==> src/rtl/fda_pkg.sv <==
package fda_pkg;

   typedef enum logic [1:0] {
      RGN_OTHER = 2'd0,
      RGN_FLASH = 2'd1,
      RGN_IRAM  = 2'd2,
      RGN_DISP  = 2'd3
   } region_e;

   localparam int unsigned NUM_PORTS = 2;
   localparam int unsigned PORT_FETCH = 0;
   localparam int unsigned PORT_DATA  = 1;

   function automatic logic spans_overlap(input longint unsigned a_lo,
                                          input longint unsigned a_hi,
                                          input longint unsigned b_lo,
                                          input longint unsigned b_hi);
      return !((a_hi < b_lo) || (b_hi < a_lo));
   endfunction

endpackage

==> src/rtl/fda_region_decode.sv <==
module fda_region_decode #(
   parameter int unsigned ADDR_W     = 24,
   parameter int unsigned FLASH_LO   = 32'h0000_8000,
   parameter int unsigned FLASH_HI   = 32'h0008_7FFF,
   parameter int unsigned IRAM_LO    = 32'h0000_0000,
   parameter int unsigned IRAM_HI    = 32'h0000_3FFF,
   parameter int unsigned DISP_LO    = 32'h0009_0000,
   parameter int unsigned DISP_HI    = 32'h0009_07FF
) (
   input  logic [ADDR_W-1:0] addr_i,
   output fda_pkg::region_e  region_o
);
   import fda_pkg::*;

   localparam int unsigned PAD_W = 32 - ADDR_W;

   logic [31:0] addr_ext;
   logic        in_flash, in_iram, in_disp;

   generate
      if (PAD_W == 0) begin : g_full
         assign addr_ext = addr_i;
      end else begin : g_pad
         assign addr_ext = {{PAD_W{1'b0}}, addr_i};
      end
   endgenerate

   assign in_flash = (addr_ext >= FLASH_LO) && (addr_ext <= FLASH_HI);
   assign in_iram  = (addr_ext >= IRAM_LO)  && (addr_ext <= IRAM_HI);
   assign in_disp  = (addr_ext >= DISP_LO)  && (addr_ext <= DISP_HI);

   always_comb begin
      region_o = RGN_OTHER;
      if (in_flash)     region_o = RGN_FLASH;
      else if (in_iram) region_o = RGN_IRAM;
      else if (in_disp) region_o = RGN_DISP;
   end

   always_comb begin
      a_r1_one_region: assert ($countones({in_flash, in_iram, in_disp}) <= 1)
         else $error("address %h decodes into more than one region", addr_ext);
   end

endmodule

==> src/rtl/fda_clash_rule.sv <==
module fda_clash_rule (
   input  fda_pkg::region_e fetch_rgn_i,
   input  fda_pkg::region_e data_rgn_i,
   output logic             clash_o
);
   import fda_pkg::*;

   logic flash_path_clash;
   logic iram_path_clash;

   // flash fetch shares its path with flash and display RAM data
   assign flash_path_clash = (fetch_rgn_i == RGN_FLASH) &&
                             ((data_rgn_i == RGN_FLASH) || (data_rgn_i == RGN_DISP));
   // internal RAM fetch shares its path with internal RAM data
   assign iram_path_clash  = (fetch_rgn_i == RGN_IRAM) && (data_rgn_i == RGN_IRAM);

   assign clash_o = flash_path_clash || iram_path_clash;

endmodule

==> src/rtl/fda_grant_core.sv <==
module fda_grant_core (
   input  logic clk,
   input  logic rst_n,
   input  logic fetch_req_i,
   input  logic fetch_done_i,
   input  logic data_req_i,
   input  logic data_done_i,
   input  logic clash_i,
   output logic fetch_gnt_o,
   output logic data_gnt_o,
   output logic fetch_stall_o
);

   logic fetch_busy_q, data_busy_q, fetch_owed_q;
   logic contend;
   logic fetch_ok, data_ok;

   assign contend = fetch_req_i && data_req_i && clash_i;

   // fetch proceeds if already running, if no contention, or if it is owed
   // a turn and the data port has released its path
   assign fetch_ok = fetch_busy_q || !contend || (fetch_owed_q && !data_busy_q);
   // data proceeds if already running, if no contention, or if the fetch
   // neither runs nor is owed a turn
   assign data_ok  = data_busy_q || !contend || (!fetch_busy_q && !fetch_owed_q);

   assign fetch_gnt_o   = fetch_req_i && fetch_ok;
   assign data_gnt_o    = data_req_i  && data_ok;
   assign fetch_stall_o = fetch_req_i && !fetch_ok;

   always_ff @(posedge clk or negedge rst_n) begin
      if (!rst_n) begin
         fetch_busy_q <= 1'b0;
         data_busy_q  <= 1'b0;
         fetch_owed_q <= 1'b0;
      end else begin
         fetch_busy_q <= fetch_gnt_o && !fetch_done_i;
         data_busy_q  <= data_gnt_o  && !data_done_i;
         fetch_owed_q <= fetch_stall_o;
      end
   end

   a_r2_never_both_on_clash: assert property (@(posedge clk) disable iff (!rst_n)
      !(fetch_gnt_o && data_gnt_o && clash_i));

   a_r5_parallel_when_free: assert property (@(posedge clk) disable iff (!rst_n)
      (fetch_req_i && data_req_i && !clash_i) |-> (fetch_gnt_o && data_gnt_o));

   a_r6_stall_behind_data: assert property (@(posedge clk) disable iff (!rst_n)
      fetch_stall_o |-> data_gnt_o);

   a_r7_fetch_after_data_done: assert property (@(posedge clk) disable iff (!rst_n)
      (fetch_stall_o && data_done_i) |=> (!fetch_req_i || fetch_gnt_o));

   a_r8_fetch_not_preempted: assert property (@(posedge clk) disable iff (!rst_n)
      (fetch_gnt_o && !fetch_done_i) |=> (!fetch_req_i || fetch_gnt_o));

   a_r10_data_grant_held: assert property (@(posedge clk) disable iff (!rst_n)
      (data_gnt_o && !data_done_i) |=> (!data_req_i || data_gnt_o));

endmodule

==> src/rtl/fetch_data_arbiter.sv <==
module fetch_data_arbiter #(
   parameter int unsigned ADDR_W   = 24,
   parameter int unsigned FLASH_LO = 32'h0000_8000,
   parameter int unsigned FLASH_HI = 32'h0008_7FFF,
   parameter int unsigned IRAM_LO  = 32'h0000_0000,
   parameter int unsigned IRAM_HI  = 32'h0000_3FFF,
   parameter int unsigned DISP_LO  = 32'h0009_0000,
   parameter int unsigned DISP_HI  = 32'h0009_07FF
) (
   input  logic              clk,
   input  logic              rst_n,
   input  logic              fetch_req,
   input  logic [ADDR_W-1:0] fetch_addr,
   input  logic              fetch_done,
   input  logic              data_req,
   input  logic [ADDR_W-1:0] data_addr,
   input  logic              data_done,
   output logic              fetch_gnt,
   output logic              data_gnt,
   output logic              fetch_stall
);
   import fda_pkg::*;

   localparam logic BAD_WIDTH = (ADDR_W < 1) || (ADDR_W > 32);
   localparam logic BAD_ORDER = (FLASH_LO > FLASH_HI) || (IRAM_LO > IRAM_HI) ||
                                (DISP_LO > DISP_HI);
   localparam logic OVERLAP   = spans_overlap(FLASH_LO, FLASH_HI, IRAM_LO, IRAM_HI) ||
                                spans_overlap(FLASH_LO, FLASH_HI, DISP_LO, DISP_HI) ||
                                spans_overlap(IRAM_LO,  IRAM_HI,  DISP_LO, DISP_HI);

   generate
      if (BAD_WIDTH) begin : g_bad_width
         $error("ADDR_W must lie between 1 and 32");
      end
      if (BAD_ORDER) begin : g_bad_order
         $error("a region has its low bound above its high bound");
      end
      if (OVERLAP) begin : g_overlap
         $error("memory regions must not overlap");
      end
   endgenerate

   logic [ADDR_W-1:0] port_addr [NUM_PORTS];
   region_e           port_rgn  [NUM_PORTS];
   logic              clash;

   assign port_addr[PORT_FETCH] = fetch_addr;
   assign port_addr[PORT_DATA]  = data_addr;

   generate
      for (genvar p = 0; p < NUM_PORTS; p++) begin : g_dec
         fda_region_decode #(
            .ADDR_W   (ADDR_W),
            .FLASH_LO (FLASH_LO),
            .FLASH_HI (FLASH_HI),
            .IRAM_LO  (IRAM_LO),
            .IRAM_HI  (IRAM_HI),
            .DISP_LO  (DISP_LO),
            .DISP_HI  (DISP_HI)
         ) u_dec (
            .addr_i   (port_addr[p]),
            .region_o (port_rgn[p])
         );
      end
   endgenerate

   fda_clash_rule u_rule (
      .fetch_rgn_i (port_rgn[PORT_FETCH]),
      .data_rgn_i  (port_rgn[PORT_DATA]),
      .clash_o     (clash)
   );

   fda_grant_core u_core (
      .clk           (clk),
      .rst_n         (rst_n),
      .fetch_req_i   (fetch_req),
      .fetch_done_i  (fetch_done),
      .data_req_i    (data_req),
      .data_done_i   (data_done),
      .clash_i       (clash),
      .fetch_gnt_o   (fetch_gnt),
      .data_gnt_o    (data_gnt),
      .fetch_stall_o (fetch_stall)
   );

   a_r4_iram_pair_serial: assert property (@(posedge clk) disable iff (!rst_n)
      !(fetch_gnt && data_gnt &&
        (port_rgn[PORT_FETCH] == RGN_IRAM) && (port_rgn[PORT_DATA] == RGN_IRAM)));

   a_r3_flash_disp_serial: assert property (@(posedge clk) disable iff (!rst_n)
      !(fetch_gnt && data_gnt &&
        (port_rgn[PORT_FETCH] == RGN_FLASH) && (port_rgn[PORT_DATA] == RGN_DISP)));

   a_r6_no_grant_without_req: assert property (@(posedge clk) disable iff (!rst_n)
      (!fetch_req |-> !fetch_gnt && !fetch_stall) and (!data_req |-> !data_gnt));

endmodule

==> config.mk <==
export PLATFORM = sky130hd
export DESIGN_NAME = fetch_data_arbiter
export DESIGN_NICKNAME = d
export VERILOG_FILES = /design/src/rtl/fda_pkg.sv /design/src/rtl/fda_region_decode.sv /design/src/rtl/fda_clash_rule.sv /design/src/rtl/fda_grant_core.sv /design/src/rtl/fetch_data_arbiter.sv
export SDC_FILE = /design/constraint.sdc
export NUM_CORES = 1
export LEC_CHECK = 0
export BUFFER_PORTS_ARGS = -buffer_cell sky130_fd_sc_hd__buf_2
export CORE_AREA = 2 2 39 41
export DETAILED_ROUTE_END_ITERATION = 6
export DIE_AREA = 0 0 41 43
export PLACE_DENSITY = 0.75
export SLEW_MARGIN = 20
export SYNTH_ARGS = -nofsm -noshare
export SYNTH_HDL_FRONTEND = slang
export SYNTH_SLANG_ARGS = --single-unit
==> constraint.sdc <==
create_clock -name clk -period 3.6 [get_ports clk]
set_clock_uncertainty 0.05 [all_clocks]
set_input_delay 0 -clock clk [delete_from_list [all_inputs] [get_ports clk]]
set_output_delay 0 -clock clk [all_outputs]
set_load 0.1 [all_outputs]
# After elaboration in Yosys (flattened, before gate mapping)
# Cells that the tools add are included.
# op_classes
reduce_logical	30
addsub	0
eq_ne	5
magnitude_cmp	12
n_mul	0
div_mod_pow	0
muxes	6
shift	0
bitwise_logic	0
# ops
operator	count
$le A24 B20 Y1 const B	4
$ge A24 B1 Y1 const B	2
$ge A24 B16 Y1 const B	2
$ge A24 B20 Y1 const B	2
$le A24 B14 Y1 const B	2
$logic_and A1 B1 Y1	17
$mux W2	6
$logic_not A1 Y1	7
$eq A2 B2 Y1 const B	3
$logic_or A1 B1 Y1	6
$eq A2 B1 Y1 const B	2
# totals
mem_count	0
mem_bits_ro	0
latchBits	0
ramBits	0
inputBits	54
wordCells	56
out_inout_bits	3
regBits	3

# Logic depth before layout (Yosys ltp)
# Gate-level depths: netlist of the first run.
# logic_depth
depth_word	15
depth_mapped	4

# Cells and area by module
# From an unflattened synthesis of the first run, not the netlist that was laid out.
# unflattened
hier_cells	36
area_unflattened_um2	334.1
# by_module_without_submodules
mod	cells_each	instances	area_each_um2
fda_grant_core	13	1	158.9
fda_region_decode	10	2	76.3
fda_clash_rule	3	1	22.5

# Least setup slack after synthesis of the first run
# Ideal clock, no wire load.
# synth_timing
path_type	in2out
start	input fetch_addr[15]
end	output fetch_gnt
path_stages	4
path_slack_ns	0.986
n_path_buf	0
required_ns	3.550
arrival_time_ns	2.564
path_cell_list	or4_4 a2111oi_4 nor3_2 a21oi_1
# synth_between
elab_chain_len	13
# synth_lines
item	line	text
from (decl)	fetch_data_arbiter.sv:13	input logic [ADDR_W-1:0] fetch_addr,
$ge A24 B20 Y1 / $le A24 B20 Y1 (equally long branches)	fda_region_decode.sv:30	assign in_disp = (addr_ext >= DISP_LO) && (addr_ext <= DISP_HI);
$logic_and A1 B1 Y1	fda_region_decode.sv:30	
$mux W2	fda_region_decode.sv:36	else if (in_disp) region_o = RGN_DISP;
$mux W2	fda_region_decode.sv:35	else if (in_iram) region_o = RGN_IRAM;
$mux W2 (*)	fda_region_decode.sv:34	if (in_flash) region_o = RGN_FLASH;
$eq A2 B1 Y1 / $eq A2 B2 Y1 (equally long branches)	fda_clash_rule.sv:12, fda_clash_rule.sv:15	
$logic_and A1 B1 Y1 (on tied branches)	fda_clash_rule.sv:12, fda_clash_rule.sv:15	
$logic_or A1 B1 Y1 (*)	fda_clash_rule.sv:17	assign clash_o = flash_path_clash || iram_path_clash;
$logic_and A1 B1 Y1 (*)	fda_grant_core.sv:18	assign contend = fetch_req_i && data_req_i && clash_i;
$logic_not A1 Y1 (*)	fda_grant_core.sv:22	assign fetch_ok = fetch_busy_q || !contend || (fetch_owed_q && !data_busy_q);
$logic_or A1 B1 Y1 (*) (2 in a row)	fda_grant_core.sv:22	
$logic_and A1 B1 Y1 (*)	fda_grant_core.sv:27	assign fetch_gnt_o = fetch_req_i && fetch_ok;
to (decl)	fetch_data_arbiter.sv:18	output logic fetch_gnt,
# Mark *: on every way between the ends. The rest lies on a longest branch, timed or not.

# Worst setup path in the final report of the first run
# layout_timing
start	register u_core.fetch_busy_q
end	output fetch_stall
# layout_between
elab_chain_len	4
# layout_lines
item	line	text
from (decl)	fda_grant_core.sv:14	logic fetch_busy_q, data_busy_q, fetch_owed_q;
from (signal assigned)	fda_grant_core.sv:37	fetch_busy_q <= fetch_gnt_o && !fetch_done_i;
$logic_or A1 B1 Y1 (2 in a row)	fda_grant_core.sv:22	
$logic_not A1 Y1	fda_grant_core.sv:29	assign fetch_stall_o = fetch_req_i && !fetch_ok;
$logic_and A1 B1 Y1	fda_grant_core.sv:29	
to (decl)	fetch_data_arbiter.sv:20	output logic fetch_stall
# No other way between the ends.

==> impl_metrics.py, run 1 <==
metrics = {
    "route": {
        "postRouteWirelength_um": 869,
        "firstDrtPassIters": 3,
        "routedWlPerCell_um": 9.764,
        "viasPerCell": 4.775,
        "ant_nets": 0,
        "routed-via-count": 425,
        "drt-initial-drc-count": 4,
        "drcViolationCount": 0,
    },
    "synth": {
        "postSynthNetCount": 88,
        "synth.yosys.seq_area_share_pct": 22.73,
        "ys_warn_count": 0,
        "ys_seq_elements": 3,
        "netlist_instances": 34,
        "post_synth_num_cell_types": 22,
        "post_synth.cell_area_avg_um2": 9.715,
        "mappedNetlistArea_um2": 330.3,
    },
    "placed_design": {
        "place_inst": 81,
        "port_buffers": 31,
        "globalplace.congestion": 0.8035,
    },
    "sta": {
        "timing.slew.headroom_pct": 65.70,
        "final.period_utilization_pct": 56.01,
        "slew_viol_final": 0,
        "rsz0062_at_grt": "no",
        "timing.fmax_mhz": 496.0,
        "hold_viol": 0,
        "totalNegativeSetupSlack_ns": 0,
        "timing.final.setup_violations": 0,
        "period_minus_slack_ns": 2.016,
        "max_slew.worst_pin.slew_ns": 0.5097,
    },
    "worst_setup_path": {
        "number_of_cells_on_the_worst_reg_to_reg_path": 4,
        "endpoint_kind": "primary output",
        "crit_required_ns": 3.55,
        "worstPathArrival_ns": 1.97,
        "worst_setup_path_startpoint": "u_core.fetch_busy_q",
        "worstReg2RegStart": "u_core.fetch_busy_q",
        "timing.critical_path.fanout_max": 2,
        "timing.setup.critical_path_class": "reg -> out",
        "cp-start-kind": "flip-flop",
    },
    "clocking": {
        "cts_post_setup_buffers_inserted": 0,
        "clk_latency_ns": 0.23,
        "cts-buffers-inserted": 3,
        "tritoncts_clock_tree": "built",
        "cts_root_buffer": "sky130_fd_sc_hd__clkbuf_4",
        "clkSinkCount": 3,
        "clk_pin_slew_ns": 0.03,
        "cts_max_path_buffers": 2,
        "cts_htree_levels": 1,
    },
    "global_routing": {
        "antenna_found_initial": 0,
        "grt_total_ovfl": 0,
        "grt_pass1_wl_mm": 1.497,
        "globalRouteTotalUtil_pct": 12.29,
        "first_global_vias": 402,
        "grt_start_max_net_pins": 6,
    },
    "floorplanning": {
        "die_height_um": 43,
        "core-area_mm2": 0.001384,
        "die_x_um": 41,
        "floorplan.initialDensity_pct": 23.87,
        "io_pins": 57,
        "core.rowCount": 14,
        "die_area_mm2": 0.001763,
    },
    "hold_path": {
        "timing.hold.worst_path_depth": 3,
        "holdCritStartpoint": "fetch_req",
        "min_path_type": "in -> reg",
    },
    "pwr": {
        "cellPowerDensity_mw_per_mm2": 240.9,
        "power.ir.vdd_worst_uv": 224.8,
        "cellLeakagePower_nw": 0.2563,
    },
    "final_layout": {
        "syn_to_final_growth_pct": 73.11,
        "final_core_utilization_pct": 41.32,
        "finalNetCount": 128,
        "antenna-diode-count": 0,
        "ratio_of_cells_with_drive_above_1_in_the_final_layout_pct": 56.16,
        "layoutNonFillerInstCount": 89,
    },
    "status": {
        "status": "finished clean",
    },
    "flow_run": {
        "max_cap_viol_count": 0,
    },
}
registers in the layout, summed over array words and instances (netlist names):
register,count
u_core.fetch_owed_q,1
u_core.fetch_busy_q,1
u_core.data_busy_q,1
logic make-up (layout without fill, tap and decap cells):
family / Yosys count / in the layout / synth area share (%)
flops: 3 / 3 / 22.73
compound gates: 8 / 8 / 26.52
xor+xnor: 2 / 2 / 5.304
simple gates: 20 / 20 / 44.32
buf+inv: 1 / 40 / 1.135
power breakdown:
group	leakage (nW)	total [mW]	switching (mW)	internal [mW]
Sequential	0.0398	0.0356	0.000472	0.0352
Clock	0.0150	0.0572	0.0158	0.0414
Combinational	0.202	0.0449	0.0242	0.0207
timing repair:
action	4_1_cts	5_1_grt
hold buffers	4	0
hold endpoints to repair	5	0
resized for setup	0	0
layer usage:
layer	GRT usage (%)	part of all wire [%]
met1	15.58	41
met2	18.44	48
met3	4.712	11
met4	4.000	0
met5	0	0
area by class of cell:
type	instances	area, um2
Clock buffer	4	26.28
Sequential cell	3	75.07
Multi-Input combinational cell	30	251.5
Tap cell	16	20.02
Fill cell	145	812.0
Timing Repair Buffer	35	195.2
Inverter	1	3.754
worst max-delay path, stage by stage (launching register included):
cell and delay, ns:
sky130_fd_sc_hd__dfrtp_1 0.36, sky130_fd_sc_hd__nand2b_1 0.14, sky130_fd_sc_hd__or4_4 0.54, sky130_fd_sc_hd__nor2_1 0.09, sky130_fd_sc_hd__and3_1 0.18, sky130_fd_sc_hd__buf_2 0.43
synth_stat cells, drive strengths merged:
| master | number | area share, % |
|---|---|---|
| nor4 | 4 | 9.5 |
| or4 | 4 | 13 |
| dfrtp | 3 | 23 |
| nor2 | 3 | 3.4 |
| a211oi | 2 | 6.1 |
| a21oi | 2 | 3.0 |
| nand2b | 2 | 3.8 |
| nor3 | 2 | 4.5 |
| o41a | 2 | 6.8 |
| xor2 | 2 | 5.3 |
| a2111oi | 1 | 8.3 |
| a21boi | 1 | 2.3 |
| and3 | 1 | 1.9 |
| inv | 1 | 1.1 |
| nand3 | 1 | 1.5 |
| nand4b | 1 | 2.7 |
| nor2b | 1 | 1.9 |
| nor4b | 1 | 2.7 |
per-stage QoR:
stage | setup WS [ns] | hold WS [ns] | instance area [um2] | total power, mW
global route | 1.461 | 0.03325 | 571.8 | 0.1485
detailed placement | 1.662 | -0.2524 | 505.5 | 0.07786
CTS | 1.571 | 0.01135 | 571.8 | 0.1403
floorplan | 0.9858 | -0.3456 | 330.3 | 0.05715
finish | 1.584 | 0.004949 | 571.8 | 0.1378
global placement | 1.682 | -0.2552 | 505.5 | 0.07720
path summary, 6_finish.rpt:
check | end | slack, ns
worst max register to register | u_core.fetch_busy_q | 2.07
min in group asynchronous | u_core.data_busy_q | 0.06
worst max-delay path | fetch_stall | 1.58
worst min-delay path | u_core.fetch_busy_q | 0.005
max in group asynchronous | u_core.fetch_owed_q | 3.33
worst min register to register | u_core.data_busy_q | 0.63
cell usage in the layout (no fill, tap or decap), types with 2 or more instances in the layout:
master	netlist	routed
sky130_fd_sc_hd__or4_4	3	3
sky130_fd_sc_hd__o41a_1	2	2
sky130_fd_sc_hd__nor4_1	3	3
sky130_fd_sc_hd__nand2b_1	2	2
sky130_fd_sc_hd__buf_2	0	31
sky130_fd_sc_hd__xor2_1	2	2
sky130_fd_sc_hd__dlygate4sd3_1	0	4
sky130_fd_sc_hd__nor2_1	3	3
sky130_fd_sc_hd__clkbuf_4	0	3
sky130_fd_sc_hd__a21oi_1	2	2
sky130_fd_sc_hd__dfrtp_1	3	3
(Power assumes the default switching activity.)
==> run 2, diff against run 1 <==
- clock period: 3.6 -> 2.1 ns (I/O delays scaled with it)
==> run 2 against run 1 <==
Net effect:
- sequential power rose by 72%
- worst hold slack improved by 0.025 ns
- total power rose by 81%
- via count rose by 4.2%
- clock power rose by 84%
- worst setup slack got worse by 1.4 ns
- sequential cell count did not move
- die area did not move
- design area rose by 6.8%
- utilization rose by 2.8 points
- first-iteration DRC count rose by 75%
- highest routed layer is now met4
==> impl_metrics.py, run 2 (synthesized netlist as in run 1, its figures left out) <==
metrics = {
    "worst_setup_path": {
        "timing.setup.critical_path_class": "reg -> out",
        "critPathMaxStageDelay_ns": 0.54,
        "worstPathArrival_ns": 1.90,
        "number_of_cells_on_the_worst_reg_to_reg_path": 4,
        "timing.critical_path.max_delay_family": "simple AND/OR/NAND/NOR gates",
        "critPathSlowestCell": "sky130_fd_sc_hd__or4_4",
        "crit-reg2reg-capture": "u_core.fetch_busy_q",
        "crit_required_ns": 2.05,
        "critPathBufInv": 1,
        "timing.critical_path.fanout_max": 2,
        "worstReg2RegStart": "u_core.fetch_busy_q",
        "cp_cell_sequence": "nand2b_1, or4_4, nor3_2, a21oi_2, buf_2",
        "endpoint_kind": "primary output",
        "cp-start-kind": "flip-flop",
        "r2r_setup_slack_ns": 0.52,
    },
    "floorplanning": {
        "io_pins": 57,
        "core-area_mm2": 0.001384,
        "core.rowCount": 14,
        "die_x_um": 41,
        "die_area_mm2": 0.001763,
        "die_height_um": 43,
        "floorplan.initialDensity_pct": 23.87,
    },
    "sta": {
        "timing.slew.headroom_pct": 67.43,
        "rsz0062_at_grt": "no",
        "max_slew.worst_pin.slew_ns": 0.4841,
        "final.period_utilization_pct": 93.05,
        "slew_viol_final": 0,
        "period_minus_slack_ns": 1.954,
        "totalNegativeSetupSlack_ns": 0,
        "hold_viol": 0,
        "timing.final.setup_violations": 0,
        "fin_hold_ws_ns": 0.03041,
        "timing.fmax_mhz": 511.8,
    },
    "pwr": {
        "power_mw": 0.2489,
        "p_switching_mw": 0.07761,
        "cellPowerDensity_mw_per_mm2": 407.6,
        "p_comb_share_pct": 33.3,
        "clk_network_pwr_share_pct": 42.1,
        "power.ir.vdd_worst_uv": 194.8,
        "p_seq_share_pct": 24.6,
        "switching_share_pct": 31.19,
        "cellLeakagePower_nw": 0.2647,
        "int_pwr_mw": 0.1713,
    },
    "final_layout": {
        "reg.largest.list": "u_core.data_busy_q (1), u_core.fetch_busy_q (1), u_core.fetch_owed_q (1)",
        "layout.cells.most_common_list": "29 x sky130_fd_sc_hd__buf_2, 4 x sky130_fd_sc_hd__dlygate4sd3_1",
        "ratio_of_cells_with_drive_above_1_in_the_final_layout_pct": 60.27,
        "finalNetCount": 128,
        "finalInstanceArea_um2": 610.6,
        "syn_to_final_growth_pct": 84.85,
        "final_core_utilization_pct": 44.12,
        "final_common_cell": "sky130_fd_sc_hd__buf_2",
        "antenna-diode-count": 0,
    },
    "placed_design": {
        "port_buffers": 31,
        "globalplace.congestion": 0.7682,
        "postPlaceCellArea_um2": 544.3,
        "hpwlAfterDp_um": 847.7,
    },
    "global_routing": {
        "grt_total_ovfl": 0,
        "grt_pass1_wl_mm": 1.635,
        "antenna_found_initial": 0,
        "grt_start_max_net_pins": 6,
        "globalRouteTotalUtil_pct": 13.57,
        "first_global_vias": 432,
    },
    "route": {
        "firstDrtPassIters": 2,
        "viasPerCell": 4.978,
        "routed-via-count": 443,
        "drt-initial-drc-count": 7,
        "routedWlPerCell_um": 11.51,
        "ant_nets": 0,
        "drcViolationCount": 0,
        "postRouteWirelength_mm": 1.024,
    },
    "hold_path": {
        "worst_hold_path_endpoint": "u_core.fetch_busy_q",
        "holdCritStartpoint": "fetch_req",
        "timing.hold.worst_path_depth": 3,
        "min_path_type": "in -> reg",
    },
    "clocking": {
        "tritoncts_clock_tree": "built",
        "clk_latency_ns": 0.24,
        "cts-buffers-inserted": 3,
        "cts_post_setup_buffers_inserted": 0,
        "clk_pin_slew_ns": 0.04,
        "cts_htree_levels": 1,
        "cts_root_buffer": "sky130_fd_sc_hd__clkbuf_4",
        "clkSinkCount": 3,
        "cts_max_path_buffers": 2,
    },
    "status": {
        "status": "finished clean",
    },
    "flow_run": {
        "max_cap_viol_count": 0,
    },
}
-- run 2: cell counts in the layout (fill, tap and decap cells not counted) --
No cell type changed its count.
-- run 2: power groups by stage --
| stage | sequential, mW | clock [mW] | combinational [mW] |
|---|---|---|---|
| 2_1_floorplan | 0.0617 | 0 | 0.0372 |
| 3_3_place_gp | 0.0618 | 0 | 0.0756 |
| 4_1_cts | 0.0612 | 0.103 | 0.0836 |
| 6_report | 0.0612 | 0.105 | 0.0830 |
| 3_5_place_dp | 0.0620 | 0 | 0.0776 |
| 5_1_grt | 0.0613 | 0.115 | 0.0907 |
-- run 2: timing repair --
item | CTS | global route
hold buffers | 4 | 0
hold endpoints to repair | 5 | 0
resized for setup | 0 | 0
-- run 2: stage by stage --
step / setup slack (ns) / std cells
finish: 0.1459 / 89
global route: 0.03005 / 89
CTS: 0.1396 / 89
detailed placement: 0.2336 / 81
global placement: 0.2518 / 81
floorplan: 0.09309 / 34
-- run 2: layout make-up --
class	count	area (um2)
Sequential cell	3	75.07
Inverter	1	3.754
Clock buffer	4	26.28
Fill cell	145	773.2
Multi-Input combinational cell	30	260.3
Timing Repair Buffer	35	225.2
Tap cell	16	20.02
-- run 2: how the worst max path moves through the flow --
stage / from / to / slack [ns] / cells past startpoint
2_1_floorplan: fetch_addr[15] / data_gnt / 0.09 / 4
5_1_grt: u_core.fetch_busy_q / fetch_gnt / 0.03 / 5
3_3_place_gp: fetch_addr[21] / fetch_gnt / 0.25 / 6
4_1_cts: u_core.fetch_busy_q / fetch_gnt / 0.14 / 5
3_5_place_dp: fetch_addr[15] / fetch_gnt / 0.23 / 6
6_report: u_core.fetch_busy_q / fetch_gnt / 0.15 / 5
-- run 2: metal layers --
metal	track usage, %	wire (um)	share of wire [%]
met5	0	0	0
met4	8.000	15	1.5
met3	1.571	102	10
met2	22.50	515	50
met1	15.48	390	38
-- run 2: worst register-to-register path: cells and delay by family, from the launching register on --
family             cells  cell delay, ns
AOI/OAI and AO/OA      1            0.10
DFF                    1            0.36
and+or+nand+nor        3            0.93
